[src/rtl/nand_strobe_pkg.sv]
package nand_strobe_pkg;

  typedef enum logic [1:0] {
    CYC_DATA = 2'd0,
    CYC_CMD  = 2'd1,
    CYC_ADDR = 2'd2
  } cyc_kind_e;

  typedef enum logic [1:0] {
    ST_IDLE   = 2'd0,
    ST_SETUP  = 2'd1,
    ST_STROBE = 2'd2,
    ST_HOLD   = 2'd3
  } seq_state_e;

  // The address-latch window wins over the command window, so the two
  // latch enables can never be raised together.
  function automatic cyc_kind_e decode_kind(input logic cmd_bit, input logic adr_bit);
    if (adr_bit)      return CYC_ADDR;
    else if (cmd_bit) return CYC_CMD;
    else              return CYC_DATA;
  endfunction

endpackage

[src/rtl/nand_rb_sync.sv]
module nand_rb_sync #(
  parameter int STAGES = 2
) (
  input  logic clk,
  input  logic rst_n,
  input  logic async_in,
  output logic sync_out
);
  logic [STAGES-1:0] chain_q;

  always_ff @(posedge clk) begin
    if (!rst_n) chain_q <= '0;
    else        chain_q <= {chain_q[STAGES-2:0], async_in};
  end

  assign sync_out = chain_q[STAGES-1];
endmodule

[src/rtl/nand_ce_reg.sv]
module nand_ce_reg #(
  parameter int NUM_CHIPS = 2,
  localparam int CTRL_W = 2 * NUM_CHIPS
) (
  input  logic              clk,
  input  logic              rst_n,
  input  logic              wr_en,
  input  logic [CTRL_W-1:0] wr_data,
  output logic [CTRL_W-1:0] ctrl_q,
  output logic [NUM_CHIPS-1:0] ce_n
);
  always_ff @(posedge clk) begin
    if (!rst_n)     ctrl_q <= '0;
    else if (wr_en) ctrl_q <= wr_data;
  end

  for (genvar g = 0; g < NUM_CHIPS; g++) begin : g_chip
    assign ce_n[g] = ~(ctrl_q[2*g] & ctrl_q[2*g+1]);
  end
endmodule

[src/rtl/nand_cycle_seq.sv]
module nand_cycle_seq
  import nand_strobe_pkg::*;
#(
  parameter int DATA_W     = 8,
  parameter int STROBE_CYC = 3,
  localparam int CNT_W     = (STROBE_CYC > 1) ? $clog2(STROBE_CYC) : 1
) (
  input  logic              clk,
  input  logic              rst_n,
  input  logic              start,
  input  logic              start_write,
  input  cyc_kind_e         start_kind,
  input  logic [DATA_W-1:0] start_wdata,
  input  logic [DATA_W-1:0] io_in,
  output seq_state_e        state,
  output logic              done,
  output logic [DATA_W-1:0] rdata,
  output logic              cle,
  output logic              ale,
  output logic              we_n,
  output logic              re_n,
  output logic [DATA_W-1:0] io_out,
  output logic              io_oe
);
  localparam logic [CNT_W-1:0] CNT_LOAD = CNT_W'(STROBE_CYC - 1);

  seq_state_e        state_q;
  cyc_kind_e         kind_q;
  logic              wr_q;
  logic [DATA_W-1:0] wdata_q;
  logic [DATA_W-1:0] rdata_q;
  logic [CNT_W-1:0]  cnt_q;

  always_ff @(posedge clk) begin
    if (!rst_n) begin
      state_q <= ST_IDLE;
      kind_q  <= CYC_DATA;
      wr_q    <= 1'b0;
      wdata_q <= '0;
      rdata_q <= '0;
      cnt_q   <= '0;
    end else begin
      case (state_q)
        ST_IDLE: begin
          if (start) begin
            kind_q  <= start_kind;
            wr_q    <= start_write;
            wdata_q <= start_wdata;
            state_q <= ST_SETUP;
          end
        end
        ST_SETUP: begin
          cnt_q   <= CNT_LOAD;
          state_q <= ST_STROBE;
        end
        ST_STROBE: begin
          if (cnt_q == '0) begin
            state_q <= ST_HOLD;
            if (!wr_q) rdata_q <= io_in;  // captured as RE rises
          end else begin
            cnt_q <= cnt_q - 1'b1;
          end
        end
        default: state_q <= ST_IDLE;  // ST_HOLD
      endcase
    end
  end

  logic active;
  assign active = (state_q != ST_IDLE);

  assign state  = state_q;
  assign done   = (state_q == ST_HOLD);
  assign rdata  = rdata_q;
  assign cle    = active && (kind_q == CYC_CMD);
  assign ale    = active && (kind_q == CYC_ADDR);
  assign we_n   = !((state_q == ST_STROBE) && wr_q);
  assign re_n   = !((state_q == ST_STROBE) && !wr_q);
  assign io_out = wdata_q;
  assign io_oe  = active && wr_q;
endmodule

[src/rtl/nand_strobe_ctl.sv]
module nand_strobe_ctl
  import nand_strobe_pkg::*;
#(
  parameter int ADDR_W      = 18,
  parameter int DATA_W      = 8,
  parameter int NUM_CHIPS   = 2,
  parameter int STROBE_CYC  = 3,
  parameter int SYNC_STAGES = 2
) (
  input  logic                 clk,
  input  logic                 rst_n,
  input  logic                 req_valid,
  output logic                 req_ready,
  input  logic [ADDR_W-1:0]    req_addr,
  input  logic                 req_write,
  input  logic [DATA_W-1:0]    req_wdata,
  output logic [DATA_W-1:0]    rd_data,
  output logic                 nand_cle,
  output logic                 nand_ale,
  output logic                 nand_we_n,
  output logic                 nand_re_n,
  output logic [NUM_CHIPS-1:0] nand_ce_n,
  output logic [DATA_W-1:0]    nand_io_out,
  output logic                 nand_io_oe,
  input  logic [DATA_W-1:0]    nand_io_in,
  input  logic                 nand_rb
);
  localparam int CTRL_W   = 2 * NUM_CHIPS;
  localparam int CMD_BIT  = 15;
  localparam int ADR_BIT  = 16;
  localparam int REG_BIT  = ADDR_W - 1;
  localparam int STAT_BIT = 2;
  localparam logic [ADDR_W-1:0] USED_MASK =
    ADDR_W'((1 << CMD_BIT) | (1 << ADR_BIT) | (1 << REG_BIT) | (1 << STAT_BIT));

  logic is_reg, is_stat, idle, start, ctrl_wr, rdy_sync;
  logic unused_addr_bits;
  seq_state_e        seq_state;
  logic              seq_done;
  logic [DATA_W-1:0] seq_rdata;
  logic [CTRL_W-1:0] ctrl_q;
  logic [DATA_W-1:0] reg_rdata;

  assign unused_addr_bits = ^(req_addr & ~USED_MASK);

  assign is_reg  = req_addr[REG_BIT];
  assign is_stat = req_addr[STAT_BIT];
  assign idle    = (seq_state == ST_IDLE);
  assign start   = req_valid && !is_reg && idle;

  assign req_ready = (idle && is_reg) || seq_done;
  assign ctrl_wr   = req_valid && req_ready && is_reg && !is_stat && req_write;

  assign reg_rdata = is_stat ? DATA_W'(rdy_sync) : DATA_W'(ctrl_q);
  assign rd_data   = is_reg ? reg_rdata : seq_rdata;

  nand_cycle_seq #(
    .DATA_W    (DATA_W),
    .STROBE_CYC(STROBE_CYC)
  ) u_seq (
    .clk        (clk),
    .rst_n      (rst_n),
    .start      (start),
    .start_write(req_write),
    .start_kind (decode_kind(req_addr[CMD_BIT], req_addr[ADR_BIT])),
    .start_wdata(req_wdata),
    .io_in      (nand_io_in),
    .state      (seq_state),
    .done       (seq_done),
    .rdata      (seq_rdata),
    .cle        (nand_cle),
    .ale        (nand_ale),
    .we_n       (nand_we_n),
    .re_n       (nand_re_n),
    .io_out     (nand_io_out),
    .io_oe      (nand_io_oe)
  );

  nand_ce_reg #(
    .NUM_CHIPS(NUM_CHIPS)
  ) u_ce (
    .clk    (clk),
    .rst_n  (rst_n),
    .wr_en  (ctrl_wr),
    .wr_data(req_wdata[CTRL_W-1:0]),
    .ctrl_q (ctrl_q),
    .ce_n   (nand_ce_n)
  );

  nand_rb_sync #(
    .STAGES(SYNC_STAGES)
  ) u_rb (
    .clk     (clk),
    .rst_n   (rst_n),
    .async_in(nand_rb),
    .sync_out(rdy_sync)
  );
endmodule

[config.mk]
export PLATFORM = sky130hd
export DESIGN_NAME = nand_strobe_ctl
export DESIGN_NICKNAME = d
export VERILOG_FILES = /design/src/rtl/nand_strobe_pkg.sv /design/src/rtl/nand_rb_sync.sv /design/src/rtl/nand_ce_reg.sv /design/src/rtl/nand_cycle_seq.sv /design/src/rtl/nand_strobe_ctl.sv
export SDC_FILE = /design/constraint.sdc
export NUM_CORES = 1
export LEC_CHECK = 0
export BUFFER_PORTS_ARGS = -buffer_cell sky130_fd_sc_hd__buf_2
export CAP_MARGIN = 25
export CELL_PAD_IN_SITES_DETAIL_PLACEMENT = 1
export CELL_PAD_IN_SITES_GLOBAL_PLACEMENT = 1
export CORE_ASPECT_RATIO = 0.7
export CORE_MARGIN = 2
export CORE_UTILIZATION = 26
export CTS_CLUSTER_SIZE = 14
export DETAILED_ROUTE_END_ITERATION = 8
export PLACE_DENSITY_LB_ADDON = 0.05
export REMOVE_ABC_BUFFERS = 1
export SLEW_MARGIN = 30
export SYNTH_ARGS = -nofsm -noshare
export SYNTH_HDL_FRONTEND = slang
export SYNTH_SLANG_ARGS = --single-unit
[constraint.sdc]
create_clock -name clk -period 2.7 [get_ports clk]
set_clock_uncertainty 0.15 [all_clocks]
set_input_delay 0.135 -clock clk [delete_from_list [all_inputs] [get_ports clk]]
set_output_delay 0.135 -clock clk [all_outputs]
set_load 0.05 [all_outputs]
==> summary.txt <==
Outcome
  – Outcome: complete, no violations

Synth
  – Yosys warnings: 0
  – Post-synthesis simple-gate area fraction: 25.29%
  – Yosys cell types: 26
  – Synth top area share: a little over two fifths
  – Post-synthesis average cell area: roughly 9.5 µm²
  – Post-synthesis mux area share: between 15 and 20%
  – Post-Synth XOR/XNOR Area: 0%
  – Register area share after synthesis: 41.76%
  – #FFs+latches synth: 29
  – Compound-gate portion of the synthesized area: under 10%
  – Mapped Cells: 147
  – Netlist Area Pre-Place: approximately 1400 µm²
  – Main combinational cell family by area after synthesis: simple AND/OR/NAND/NOR gates
  – Synth top area cells: dfxtp_1 (42%), mux2i_1 (18%), nor2b_1 (11%)
  – Synth Area in Adders: 5.401%
  – Synth area leader: dfxtp_1

STA
  – Final max-slew violation count: 0
  – RSZ-0062 raised after global routing: no
  – Post-route setup TNS: 0 ns
  – Final period util: a little under three quarters
  – Fin. Hold Viols: 0
  – Worst-Margin Slew: 0.5572 ns
  – Slew HR: ~63%
  – F_max: ~520 MHz
  – Fin crit period: about 1.9 ns
  – Final Setup Violations: 0
  – Setup slack after layout: just under 0.8 ns

Global routing
  – Number of global-route vias before repair: about 1300
  – Total GRT Usage: roughly an eighth
  – First-pass GRT wire length: 5823 µm
  – Global route overflow: 0
  – Largest net degree at the start of global routing: 36
  – Initial antenna violation count: 0

Clock network
  – CTS tree: done
  – Worst-path clk slew: 0.06 ns
  – TritonCTS buffer count: 5
  – Post-CTS Setup Bufs: 0
  – CTS resizes: 0
  – Clock tree buffer depth: 2
  – CTS root buf: clkbuf_8
  – Clock H-tree levels: 2
  – Worst-Skew Late Latency: 0.27 ns
  – Clk sinks: 29
  – Cts hold-fix bufs: 18

Place
  – Placed Cells: ~260
  – Port-buffer cells: between 40 and 50
  – Routability cong.: between 0.7 and 0.8
  – Post-Place Worst Slack: between 0.8 and 0.9 ns
  – Post-DP HPWL: between 2000 and 2500 µm

Setup path
  – Cell Chain, Critical Path: inv_1 > ha_1 > nor3b_1 > buf_2
  – Crit. path cell count: 4
  – CP startpoint kind: flop
  – CP max-delay cell: dfxtp_1
  – CP arrival: about 1.6 ns
  – CP peak stage delay: ~0.4 ns
  – CP max FO: 8
  – Crit Path Class: reg -> out
  – CP Buf/Inv Count: 2
  – Critical path's top delay family: flip-flops
  – Critical Path RT: about 2.4 ns
  – RR Endpoint: u_seq.kind_q[0]$_SDFFE_PN0P_
  – FF-to-FF path depth: 5
  – Launch point of the worst path: u_seq.state[0]$_SDFFE_PN0P_
  – R2r startpoint: u_seq.state[1]$_SDFFE_PN0P_
  – CP endpoint: nand_ale
  – R2R Setup Slk: between 0.8 and 0.9 ns
  – Crit end category: output pin

Layout
  – Fillers: slightly above 600
  – Syn-to-layout area delta: 41.04%
  – Nets: between 200 and 300
  – ANT cells: 0
  – Multi-input gate area: around 740 µm²
  – Final Non-Filler Cells: roughly 280
  – Layout cells sized above 1: 26.42%
  – Register area: 580.6 µm²
  – Final core utilization: roughly 38%

Floorplan
  – # rows: 22
  – Die height: about 65 µm
  – Area of the core: 5202 µm²
  – Top Ports: 63
  – Die Wd: around 90 µm
  – Full die area: ~6000 µm²
  – Starting density of the core: 26.72%

Drt
  – Residual DRC: 0
  – Final ANT Viol Nets: 0
  – Met3 routed WL: approximately 120 µm
  – WL met2: 1819 µm
  – WL final: around 3500 µm
  – WL/cell: about 12 µm
  – Vias: between 1000 and 1500
  – Drt initial violations: 10
  – DR vias/cell: roughly 4.3
  – TritonRoute pass-1 iters: 3
  – Metal-1 WL: around 1500 µm
  – Top layer reached by signal wires: met4

Pwr
  – Leakage: between 0.0009 and 0.001 µW
  – Power Dens Cells: ~760 nW/µm²
  – Worst-case vdd ir drop: roughly 260 µV

Job
  – Max_cap viols: 0

Min path
  – Worst hold-check path type: in -> reg
-- worst min-delay path, delay by kind of cell --
family / cells / cell delay [ns]
buf+inv: 1 / 0.10
simple gates: 1 / 0.10
mux: 1 / 0.07
-- registers in the layout, summed over array words and instances, names as in the netlist --
register	cells
u_ce.ctrl_q	4
u_rb.chain_q	2
u_seq.cnt_q	2
u_seq.io_out	8
u_seq.kind_q	2
u_seq.rdata	8
u_seq.state	2
u_seq.wr_q	1
-- where the power goes --
group	internal [µW]	switching, µW	leakage [µW]	total (µW)
logic	198	330	0.000662	528
registers	488	37.6	0.000236	526
clock network	268	161	0.0000540	428
-- final cells by class --
class                           instances  share of cell area (%)
Timing Repair Buffer                   66                   21.44
Sequential cell                        29                   29.61
Tap cell                               72                   4.595
Multi-Input combinational cell        102                   37.52
Clock inverter                          2                   1.787
Clock buffer                            5                   3.510
Inverter                                8                   1.532
-- stage by stage --
step                      area, µm²  total power (µW)  hold slack, ns
after floorplan                1346             918.1          0.1025
after global placement         1677              1033          0.1966
after detailed placement       1677              1050          0.1954
after CTS                      1961              1509        0.005126
after global routing           1961              1590         0.02454
final                          1961              1482         0.02269
-- worst min-delay path by stage --
stage	end	cells after the start	start	slack, ns
after floorplan	u_seq.cnt_q[0]$_SDFFE_PN0P_	1	rst_n	0.10
after global placement	u_rb.chain_q[0]$_SDFF_PN0_	2	nand_rb	0.20
after global routing	u_seq.wr_q$_SDFFE_PN0P_	3	req_write	0.02
final	u_seq.wr_q$_SDFFE_PN0P_	3	req_write	0.02
after detailed placement	u_rb.chain_q[0]$_SDFF_PN0_	2	nand_rb	0.20
after CTS	u_seq.wr_q$_SDFFE_PN0P_	3	req_write	0.005
-- cell families (layout without fill, tap and decap cells) --
| family | after synthesis | after routing |
|---|---|---|
| mux | 25 | 25 |
| buf+inv | 16 | 81 |
| fa+ha+maj | 6 | 6 |
| compound gates | 9 | 9 |
| flops | 29 | 29 |
| simple gates | 62 | 62 |
-- Yosys cell counts (all sizes together) --
library cell,n
nand3,1
o22ai,3
nor3b,2
a21boi,1
buf,4
ha,6
nand2b,4
mux2i,25
nor2b,24
a21oi,2
dfxtp,29
a21o,1
o21a,1
and3,2
nand3b,2
nand2,19
o211ai,1
nor2,4
clkbuf,4
nand4b,1
inv,8
or3b,1
and2,2
-- metal layers --
layer	up-vias	track usage, %
met5	-	0
met4	0	5.114
met3	8	3.670
met2	20	23.35
met1	577	14.07
li1	608	-
-- placed cells by master, fill, tap and decap left out, drive strengths merged --
master,n
a21boi,1
a21o,1
a21oi,2
and2,2
and3,2
buf,48
bufinv,1
clkbuf,5
clkinv,1
dfxtp,29
dlygate4sd3,18
ha,6
inv,8
mux2i,25
nand2,19
nand2b,4
nand3,1
nand3b,2
nand4b,1
nor2,4
nor2b,24
nor3b,2
o211ai,1
o21a,1
o22ai,3
or3b,1
No activity file was read; power rests on OpenSTA's default activity.
